--- src/rtl/czu_pkg.sv ---
package czu_pkg;
   localparam int INST_W = 32;
   localparam logic [6:0] OPC_OP   = 7'b0110011;
   localparam logic [6:0] F7_CZERO = 7'b0000111;
   localparam logic [2:0] F3_EQZ   = 3'b101;
   localparam logic [2:0] F3_NEZ   = 3'b111;

   typedef enum logic {
      CZ_EQZ = 1'b0,
      CZ_NEZ = 1'b1
   } cz_op_e;
endpackage

--- src/rtl/czu_decode.sv ---
module czu_decode
   import czu_pkg::*;
(
   input  logic [INST_W-1:0] inst_i,
   output logic              legal_o,
   output cz_op_e            op_o
);
   logic [6:0] opc;
   logic [6:0] f7;
   logic [2:0] f3;

   always_comb begin
      opc     = inst_i[6:0];
      f7      = inst_i[31:25];
      f3      = inst_i[14:12];
      legal_o = (opc == OPC_OP) && (f7 == F7_CZERO) &&
                ((f3 == F3_EQZ) || (f3 == F3_NEZ));
      op_o    = (f3 == F3_NEZ) ? CZ_NEZ : CZ_EQZ;
   end
endmodule

--- src/rtl/czu_slot.sv ---
module czu_slot #(
   parameter int W = 64
) (
   input  logic         clk,
   input  logic         rst_n,
   input  logic         clr_i,
   input  logic         cap_en_i,
   input  logic         rdy_i,
   input  logic [W-1:0] data_i,
   output logic         avail_o,
   output logic [W-1:0] data_o
);
   logic         held_q;
   logic [W-1:0] data_q;

   always_comb begin
      avail_o = held_q | (cap_en_i & rdy_i);
      data_o  = held_q ? data_q : data_i;
   end

   always_ff @(posedge clk) begin
      if (!rst_n) begin
         held_q <= 1'b0;
         data_q <= '0;
      end else if (clr_i) begin
         held_q <= 1'b0;
      end else if (cap_en_i && rdy_i && !held_q) begin
         held_q <= 1'b1;
         data_q <= data_i;
      end
   end
endmodule

--- src/rtl/czu_select.sv ---
module czu_select
   import czu_pkg::*;
#(
   parameter int W          = 64,
   parameter bit BRANCHLESS = 1'b1
) (
   input  cz_op_e       op_i,
   input  logic [W-1:0] cond_i,
   input  logic [W-1:0] val_i,
   output logic         zsel_o,
   output logic [W-1:0] res_o
);
   logic cond_is_zero;

   always_comb begin
      cond_is_zero = ~|cond_i;
      zsel_o       = (op_i == CZ_NEZ) ? ~cond_is_zero : cond_is_zero;
   end

   generate
      if (BRANCHLESS) begin : g_mask
         assign res_o = val_i & {W{~zsel_o}};
      end else begin : g_mux
         assign res_o = zsel_o ? '0 : val_i;
      end
   endgenerate
endmodule

--- src/rtl/czero_unit.sv ---
module czero_unit
   import czu_pkg::*;
#(
   parameter int XLEN       = 64,
   parameter int TAG_W      = 5,
   parameter bit BRANCHLESS = 1'b1
) (
   input  logic              clk,
   input  logic              rst_n,
   input  logic              ct_mode_i,
   input  logic              flush_i,
   input  logic              issue_vld_i,
   input  logic [31:0]       issue_inst_i,
   input  logic [TAG_W-1:0]  issue_tag_i,
   input  logic              val_rdy_i,
   input  logic [XLEN-1:0]   val_data_i,
   input  logic              cond_rdy_i,
   input  logic [XLEN-1:0]   cond_data_i,
   output logic              busy_o,
   output logic              res_vld_o,
   output logic [TAG_W-1:0]  res_tag_o,
   output logic [XLEN-1:0]   res_data_o
);
   localparam int N_SLOT   = 2;
   localparam int SLOT_VAL = 0;
   localparam int SLOT_CND = 1;

   generate
      if (XLEN < 2) begin : g_bad_xlen
         $error("czero_unit: XLEN must be at least 2");
      end
      if (TAG_W < 1) begin : g_bad_tag
         $error("czero_unit: TAG_W must be at least 1");
      end
   endgenerate

   logic              busy_q, ct_q, ct_arm_q;
   cz_op_e            op_q;
   logic [TAG_W-1:0]  tag_q;
   logic              res_vld_q;
   logic [TAG_W-1:0]  res_tag_q;
   logic [XLEN-1:0]   res_data_q;

   logic              dec_legal;
   cz_op_e            dec_op;
   logic              accept, live, ct_now, ct_both;
   logic              fire_norm, fire_ct, done;
   cz_op_e            op_now;
   logic [TAG_W-1:0]  tag_now;
   logic              zsel;
   logic [XLEN-1:0]   sel_res;

   logic [N_SLOT-1:0]            slot_rdy, slot_avail;
   logic [N_SLOT-1:0][XLEN-1:0]  slot_din, slot_dout;

   czu_decode u_dec (
      .inst_i  (issue_inst_i),
      .legal_o (dec_legal),
      .op_o    (dec_op)
   );

   always_comb begin
      accept  = issue_vld_i & ~busy_q & dec_legal & ~flush_i;
      live    = busy_q | accept;
      op_now  = busy_q ? op_q  : dec_op;
      ct_now  = busy_q ? ct_q  : ct_mode_i;
      tag_now = busy_q ? tag_q : issue_tag_i;
      slot_rdy[SLOT_VAL] = val_rdy_i;
      slot_rdy[SLOT_CND] = cond_rdy_i;
      slot_din[SLOT_VAL] = val_data_i;
      slot_din[SLOT_CND] = cond_data_i;
   end

   generate
      for (genvar s = 0; s < N_SLOT; s++) begin : g_slot
         czu_slot #(.W(XLEN)) u_slot (
            .clk      (clk),
            .rst_n    (rst_n),
            .clr_i    (flush_i | done),
            .cap_en_i (live),
            .rdy_i    (slot_rdy[s]),
            .data_i   (slot_din[s]),
            .avail_o  (slot_avail[s]),
            .data_o   (slot_dout[s])
         );
      end
   endgenerate

   czu_select #(.W(XLEN), .BRANCHLESS(BRANCHLESS)) u_sel (
      .op_i   (op_now),
      .cond_i (slot_dout[SLOT_CND]),
      .val_i  (slot_dout[SLOT_VAL]),
      .zsel_o (zsel),
      .res_o  (sel_res)
   );

   always_comb begin
      fire_norm = live & ~ct_now & ~flush_i & slot_avail[SLOT_CND] &
                  (zsel | slot_avail[SLOT_VAL]);
      ct_both   = live & ct_now & slot_avail[SLOT_CND] & slot_avail[SLOT_VAL];
      fire_ct   = ct_arm_q & ~flush_i;
      done      = fire_norm | fire_ct;
   end

   always_ff @(posedge clk) begin
      if (!rst_n) begin
         busy_q     <= 1'b0;
         ct_q       <= 1'b0;
         ct_arm_q   <= 1'b0;
         op_q       <= CZ_EQZ;
         tag_q      <= '0;
         res_vld_q  <= 1'b0;
         res_tag_q  <= '0;
         res_data_q <= '0;
      end else begin
         res_vld_q <= done;
         if (done) begin
            res_tag_q  <= tag_now;
            res_data_q <= sel_res;
         end
         if (flush_i || done) begin
            busy_q <= 1'b0;
         end else if (accept) begin
            busy_q <= 1'b1;
         end
         if (accept) begin
            ct_q  <= ct_mode_i;
            op_q  <= dec_op;
            tag_q <= issue_tag_i;
         end
         ct_arm_q <= ct_both & ~ct_arm_q & ~flush_i;
      end
   end

   assign busy_o     = busy_q;
   assign res_vld_o  = res_vld_q;
   assign res_tag_o  = res_tag_q;
   assign res_data_o = res_data_q;
endmodule

--- config.mk ---
export PLATFORM = sky130hd
export DESIGN_NAME = czero_unit
export DESIGN_NICKNAME = d
export VERILOG_FILES = /design/src/rtl/czu_pkg.sv /design/src/rtl/czu_decode.sv /design/src/rtl/czu_slot.sv /design/src/rtl/czu_select.sv /design/src/rtl/czero_unit.sv
export SDC_FILE = /design/constraint.sdc
export NUM_CORES = 1
export LEC_CHECK = 0
export BUFFER_PORTS_ARGS = -buffer_cell sky130_fd_sc_hd__buf_4
export CORE_UTILIZATION = 43
export DETAILED_ROUTE_END_ITERATION = 7
export PLACE_DENSITY = 0.65
export SLEW_MARGIN = 20
export SYNTH_ARGS = -nofsm -noshare
export SYNTH_HDL_FRONTEND = slang
export SYNTH_HIERARCHICAL = 1
export SYNTH_SLANG_ARGS = --single-unit
--- constraint.sdc ---
create_clock -name clk -period 4 [get_ports clk]
set_clock_uncertainty 0.1 [all_clocks]
set_input_delay 0.8 -clock clk [delete_from_list [all_inputs] [get_ports clk]]
set_output_delay 0.8 -clock clk [all_outputs]
set_load 0.005 [all_outputs]
==> results.json, run 1 <==
{
  "outcome": "finished with violations",
  "violations": "design-rule violations",
  "worstSetupPathType": "reg2reg",
  "synthToLayoutAreaGrowth_pct": 23.8,
  "antenna_found_initial": 0,
  "postRouteAntennaNets": 0,
  "layout-drive-gt1-share_pct": 26.9,
  "min_delay_path_depth": 2,
  "whs_ns": 0.353,
  "routabilityCongestion": 0.754,
  "cts_root_buf": "clkbuf_16",
  "ys_seq_elements": 209,
  "h-tree-depth": 1,
  "max_freq_mhz": 264,
  "place_inst": 1784,
  "crit_path_start_kind": "flip-flop",
  "cp.required_ns": 4.33,
  "grt_max_degree": 136,
  "clk_pin_slew_ns": 0.06,
  "powerDensity_mw_per_mm2": 334,
  "min_path_type": "reg2reg",
  "cpMostUsedCell": "buf_12",
  "ys.flop_type": "dfxtp_1",
  "clock_latency_ns": 0.52,
  "core_area_mm2": 0.0263,
  "die_area_mm2": 0.0277,
  "viasPerCell": 4.95,
  "final_cells": 1830,
  "hpwl_um": 18300,
  "grt_pass1_vias": 8586,
  "cp-startpoint": "g_slot[1].u_slot/held_q$_SDFFE_PP0P_",
  "cp.depth": 12,
  "critical_path.max_stage_delay_ns": 0.45,
  "drc_errors": 12,
  "maxSlewViolCount": 0,
  "period_share_pct": 94.8,
  "cpLargestDelayFamily": "simple AND/OR/NAND/NOR gates",
  "cts_max_path_buffers": 3,
  "rows": 59,
  "fin_nets": 1650,
  "ios": 243,
  "initial_core_util_pct": 44.3,
  "path_cells": "buf_12 -> buf_4 -> mux2_2 -> nor4_1 -> nand4_1 -> nor4_4 -> xor2_2 -> o21a_1 -> a311o_1 -> and4bb_4 -> buf_12 -> mux2i_1",
  "drtIter0Drc": 474,
  "final.min_clock_period_ns": 3.79,
  "critPathSlowestCell": "and4bb_4",
  "syn-num-nets": 1464,
  "synthArstFlopShare_pct": 0,
  "timing.rr.start": "g_slot[1].u_slot/held_q$_SDFFE_PP0P_",
  "grt_usage_pct": 19.1,
  "yosysWarnings": 6,
  "rr_worst_depth": 12,
  "wl_per_cell_um": 15.0,
  "crit_path_max_fanout": 20,
  "hold_violations": 0,
  "cts_sinks": 209,
  "num_vias": 9055,
  "cts_made_buffers": 25,
  "grt_overflow": 0,
  "min_from": "g_slot[0].u_slot/data_q[31]$_SDFFE_PN0P_",
  "dr.pass1.iters": 6,
  "r2r_slack_ns": 0.21,
  "postSynthAreaPerCell_um2": 9.01,
  "leakagePower_nw": 5.96,
  "die_x_um": 167,
  "arrival_ns": 4.12,
  "synth_cells": 1292,
  "cts_tree": "built",
  "port_buffers": 227,
  "peakVddDrop_mv": 0.250,
  "mostFrequentLayoutCell": "nand2_1",
  "maxCapViolations": 0,
  "final_cell_mix": "nand2_1 (459), mux2i_1 (268), buf_4 (244)",
  "die_h_um": 167,
  "rsz0062_at_grt": "no",
  "grt_pass1_wl_um": 43900,
  "crit_buf_inv": 3,
  "drt_wl_total_um": 27400,
  "setup_viol": 0,
  "worst_slew_pin_slew_ns": 0.994,
  "endpoint_kind": "flip-flop",
  "ys_types": 35,
  "yosysSeqAreaShare_pct": 35.9,
  "slew_headroom_pct": 33.7,
  "syn_area_mm2": 0.0116,
  "fillers": 2389,
  "synth_edf_count": 0,
  "antenna_cells": 0
}
==> logic make-up (layout without fill, tap and decap cells) <==
logic type | after synthesis | count (layout) | share of synthesized area, %
simple gates | 567 | 567 | 21.0
mux | 403 | 403 | 36.2
flops | 209 | 209 | 35.9
buf+inv | 104 | 307 | 6.15
compound gates | 8 | 8 | 0.612
xor+xnor | 1 | 1 | 0.140
==> layer usage <==
layer	wire length, um	up-vias	global-route usage, %	part of all wire [%]
met5	0	-	0	0
li1	-	4681	-	-
met4	562	0	4.47	2.0
met2	12500	173	32.1	46
met3	1710	36	4.90	6.2
met1	12700	4165	24.6	46
==> through the flow <==
step           total power [mW]  setup slack, ns  TNS [ns]  util [%]  instance area [um^2]
6_report                   4.81            0.208         0      54.8                 14400
5_1_grt                    5.00          0.00703         0      54.8                 14400
4_1_cts                    4.88           0.0768         0      54.7                 14400
3_5_place_dp               2.53          -0.0801     -3.21      51.5                 13500
3_3_place_gp               2.52          -0.0110    -0.104      51.5                 13500
2_1_floorplan              2.36            0.275         0         -                 11600
==> worst min-delay path, stage by stage, from the launching register on <==
cell,delay (ns)
dfxtp_1,0.30
nand2_1,0.05
mux2i_1,0.05
==> path summary, 6_finish.rpt <==
path	to
max	g_slot[0].u_slot/data_q[42]$_SDFFE_PN0P_
min	g_slot[0].u_slot/data_q[31]$_SDFFE_PN0P_
max reg2reg	g_slot[0].u_slot/data_q[42]$_SDFFE_PN0P_
min reg2reg	g_slot[0].u_slot/data_q[31]$_SDFFE_PN0P_
==> registers in the layout, indices dropped and copies added (netlist names) <==
name / flops
res_data_o: 64
g_slot.u_slot/data_q: 128
op_q: 1
tag_q: 5
ct_q: 1
busy_o: 1
res_vld_o: 1
res_tag_o: 5
g_slot.u_slot/held_q: 2
ct_arm_q: 1
==> cell usage after synthesis, types with 5 or more instances <==
| cell type | n | area [um^2] |
|---|---|---|
| mux2_2 | 86 | 968 |
| nand2b_1 | 64 | 400 |
| nand2_1 | 459 | 1720 |
| nor4_1 | 16 | 100 |
| mux2i_1 | 268 | 2680 |
| buf_4 | 11 | 82.6 |
| mux2_1 | 48 | 541 |
| clkbuf_1 | 52 | 195 |
| buf_6 | 21 | 236 |
| buf_12 | 7 | 140 |
| buf_2 | 10 | 50.1 |
| dfxtp_1 | 209 | 4180 |
| nand4_1 | 5 | 31.3 |
| nor2b_1 | 9 | 56.3 |
==> what timing repair did <==
action | in CTS | in global routing
endpoints found under the setup margin | 19 | 99
hold buffers | 0 | 0
resized for setup | 1 | 2
pin swaps | 0 | 4
setup buffers | 0 | 2
==> report_power, final <==
group / internal [mW] / switching [mW]
sequential: 2.08 / 0.00000223
combinational: 0.213 / 0.192
clock: 1.43 / 0.892
==> layout make-up <==
type,count,area [um^2],area share (%)
sequential,209,4190,29.1
clock buffer,37,761,5.28
inverter,1,3.75,0.0260
clock inverter,7,85.1,0.590
multi-input combinational,979,6780,47.1
tap,335,419,2.91
timing repair buffer,262,2170,15.1
Power figures use the tool's default switching activity.
==> run 2: changes to the inputs <==
--- a/config.mk
+++ b/config.mk
@@ -7,6 +7,7 @@
 export LEC_CHECK = 0
 export BUFFER_PORTS_ARGS = -buffer_cell sky130_fd_sc_hd__buf_4
 export CORE_UTILIZATION = 43
+export CTS_BUF_LIST = sky130_fd_sc_hd__clkbuf_8
 export DETAILED_ROUTE_END_ITERATION = 7
 export PLACE_DENSITY = 0.65
 export SLEW_MARGIN = 20
==> run 2 against run 1 <==
Compared with the run above: the flow still finishes with violations (design-rule violations); sequential power hardly changed; combinational power is essentially flat; first-iteration DRC count down 11%; die area is the same; final cell count rose by 1.6%; flip-flop and latch count did not move; critical path depth did not move; highest routed layer unchanged; design area down 0.64%; power down 7.1%; non-clock buffer count unchanged.
==> results.json, run 2 (synthesis gave the netlist of run 1 again) <==
{
  "outcome": "finished with violations",
  "violations": "design-rule violations",
  "worstSetupPathType": "reg2reg",
  "worst_slew_pin_slew_ns": 1.02,
  "place_inst": 1784,
  "crit_path_start_kind": "flip-flop",
  "die_h_um": 167,
  "maxSlewViolCount": 0,
  "num_vias": 9149,
  "h-tree-depth": 2,
  "viasPerCell": 4.92,
  "cpLargestDelayFamily": "simple AND/OR/NAND/NOR gates",
  "largest_reg_flops": 128,
  "whs_endpoint": "g_slot[0].u_slot/data_q[20]$_SDFFE_PN0P_",
  "initial_core_util_pct": 44.3,
  "place_area_mm2": 0.0135,
  "hpwl_um": 18300,
  "layout.cell_area.non_filler_mm2": 0.0143,
  "layout-drive-gt1-share_pct": 27.2,
  "wl_per_cell_um": 14.8,
  "cts_root_buf": "clkbuf_8",
  "drtIter0Drc": 423,
  "cp-startpoint": "g_slot[1].u_slot/held_q$_SDFFE_PP0P_",
  "max_freq_mhz": 263,
  "die_area_mm2": 0.0277,
  "clock_latency_ns": 0.52,
  "synthToLayoutAreaGrowth_pct": 23.0,
  "slew_headroom_pct": 32.3,
  "cts_tree": "built",
  "final_cells": 1859,
  "endpoint_kind": "flip-flop",
  "critPathSlowestCell": "and4bb_4",
  "hold_buffers": 0,
  "setup_viol": 0,
  "p_switching_mw": 1.11,
  "hold_violations": 0,
  "core_area_mm2": 0.0263,
  "cts_sinks": 209,
  "ios": 243,
  "r2r_slack_ns": 0.20,
  "pwr-share-comb_pct": 9.0,
  "rows": 59,
  "grt_overflow": 0,
  "rr_worst_depth": 12,
  "period_share_pct": 94.9,
  "cts_made_buffers": 40,
  "regMostFlops": "g_slot.u_slot/data_q",
  "final_cell_mix": "nand2_1 (459), mux2i_1 (268), buf_4 (245)",
  "p_int_mw": 3.36,
  "min_path_type": "reg2reg",
  "fin_nets": 1665,
  "die_x_um": 167,
  "final.min_clock_period_ns": 3.80,
  "crit_buf_inv": 3,
  "total_power_mw": 4.47,
  "cp.required_ns": 4.34,
  "routabilityCongestion": 0.754,
  "min_delay_path_depth": 2,
  "cpMostUsedCell": "buf_12",
  "p_clk_share_pct": 44.4,
  "antenna_cells": 0,
  "min_from": "g_slot[0].u_slot/data_q[20]$_SDFFE_PN0P_",
  "p_seq_share_pct": 46.6,
  "powerDensity_mw_per_mm2": 312,
  "postRouteAntennaNets": 0,
  "fin_util_pct": 54.5,
  "clk_pin_slew_ns": 0.06,
  "port_buffers": 227,
  "grt_usage_pct": 19.2,
  "crit_path_max_fanout": 21,
  "arrival_ns": 4.13,
  "leakagePower_nw": 5.99,
  "grt_max_degree": 136,
  "grt_pass1_wl_um": 44000,
  "fillers": 2428,
  "antenna_found_initial": 0,
  "path_cells": "buf_12 -> buf_4 -> mux2_1 -> nor4_2 -> nand4_1 -> nor4_4 -> xor2_2 -> o21a_1 -> a311o_1 -> and4bb_4 -> buf_12 -> mux2i_1",
  "maxCapViolations": 0,
  "critical_path.max_stage_delay_ns": 0.45,
  "mostFrequentLayoutCell": "nand2_1",
  "timing.rr.start": "g_slot[1].u_slot/held_q$_SDFFE_PP0P_",
  "drc_errors": 12,
  "dr.pass1.iters": 7,
  "drt_wl_total_um": 27400,
  "p_sw_share_pct": 24.8,
  "peakVddDrop_mv": 0.172,
  "cts_max_path_buffers": 3,
  "whs_ns": 0.355,
  "timing.rr.end": "g_slot[0].u_slot/data_q[12]$_SDFFE_PN0P_",
  "grt_pass1_vias": 8692
}
[run 2: cell types whose count changed in the layout (fill, tap and decap cells not counted)]
| cell | previous run | this run |
|---|---|---|
| clkbuf_1 | 3 | 0 |
| clkinv_2 | 5 | 4 |
| buf_4 | 244 | 245 |
| clkinvlp_4 | 0 | 2 |
| bufinv_16 | 2 | 0 |
| inv_1 | 1 | 21 |
| buf_6 | 2 | 1 |
| clkbuf_8 | 9 | 47 |
| clkbuf_16 | 25 | 0 |
[run 2: final cells by class]
type,instances,area (um^2),area share (%)
inverters,1,3.75,0.0262
multi-input cells,979,6780,47.4
repair buffers,262,2170,15.1
flip-flops and latches,209,4190,29.3
clock buffers,47,647,4.52
clock inverters,26,110,0.769
well taps,335,419,2.93
[run 2: routing by layer]
layer,vias up,part of all wire (%),track usage [%]
li1,4715,-,-
met1,4218,46,24.6
met2,176,46,31.4
met3,40,6.4,5.56
met4,0,1.8,5.31
met5,-,0,0
[run 2: timing repair]
| action | CTS | global route |
|---|---|---|
| pin swaps | 0 | 3 |
| buffers inserted | 0 | 2 |
| setup endpoints to repair | 3 | 96 |
| gates resized for setup | 1 | 1 |
[run 2: metrics by stage]
stage | setup slack, ns | setup TNS, ns
after floorplan | 0.275 | 0
after global placement | -0.0110 | -0.104
after detailed placement | -0.0801 | -3.21
after CTS | 0.0944 | 0
after global routing | -0.00470 | -0.00725
final | 0.203 | 0
[run 2: worst max-delay path by stage]
stage	endpoint	slack, ns	depth (start not counted)
after detailed placement	g_slot[0].u_slot/data_q[46]$_SDFFE_PN0P_	-0.08	11
after global placement	g_slot[0].u_slot/data_q[35]$_SDFFE_PN0P_	-0.01	11
final	g_slot[0].u_slot/data_q[12]$_SDFFE_PN0P_	0.20	12
after global routing	g_slot[0].u_slot/data_q[47]$_SDFFE_PN0P_	-0.005	12
after CTS	g_slot[0].u_slot/data_q[11]$_SDFFE_PN0P_	0.09	12
after floorplan	g_slot[0].u_slot/data_q[0]$_SDFFE_PN0P_	0.28	13
[run 2: power by group through the flow]
| stage | combinational (mW) | clock, mW | sequential [mW] |
|---|---|---|---|
| final | 0.404 | 1.98 | 2.08 |
| after global placement | 0.397 | 0 | 2.13 |
| after detailed placement | 0.405 | 0 | 2.13 |
| after floorplan | 0.230 | 0 | 2.13 |
| after CTS | 0.407 | 2.05 | 2.08 |
| after global routing | 0.452 | 2.15 | 2.08 |
[run 2: worst min-delay path, cell delays in order, from the launching register on]
cell     delay [ns]
dfxtp_1        0.31
nand2_1        0.05
mux2i_1        0.05
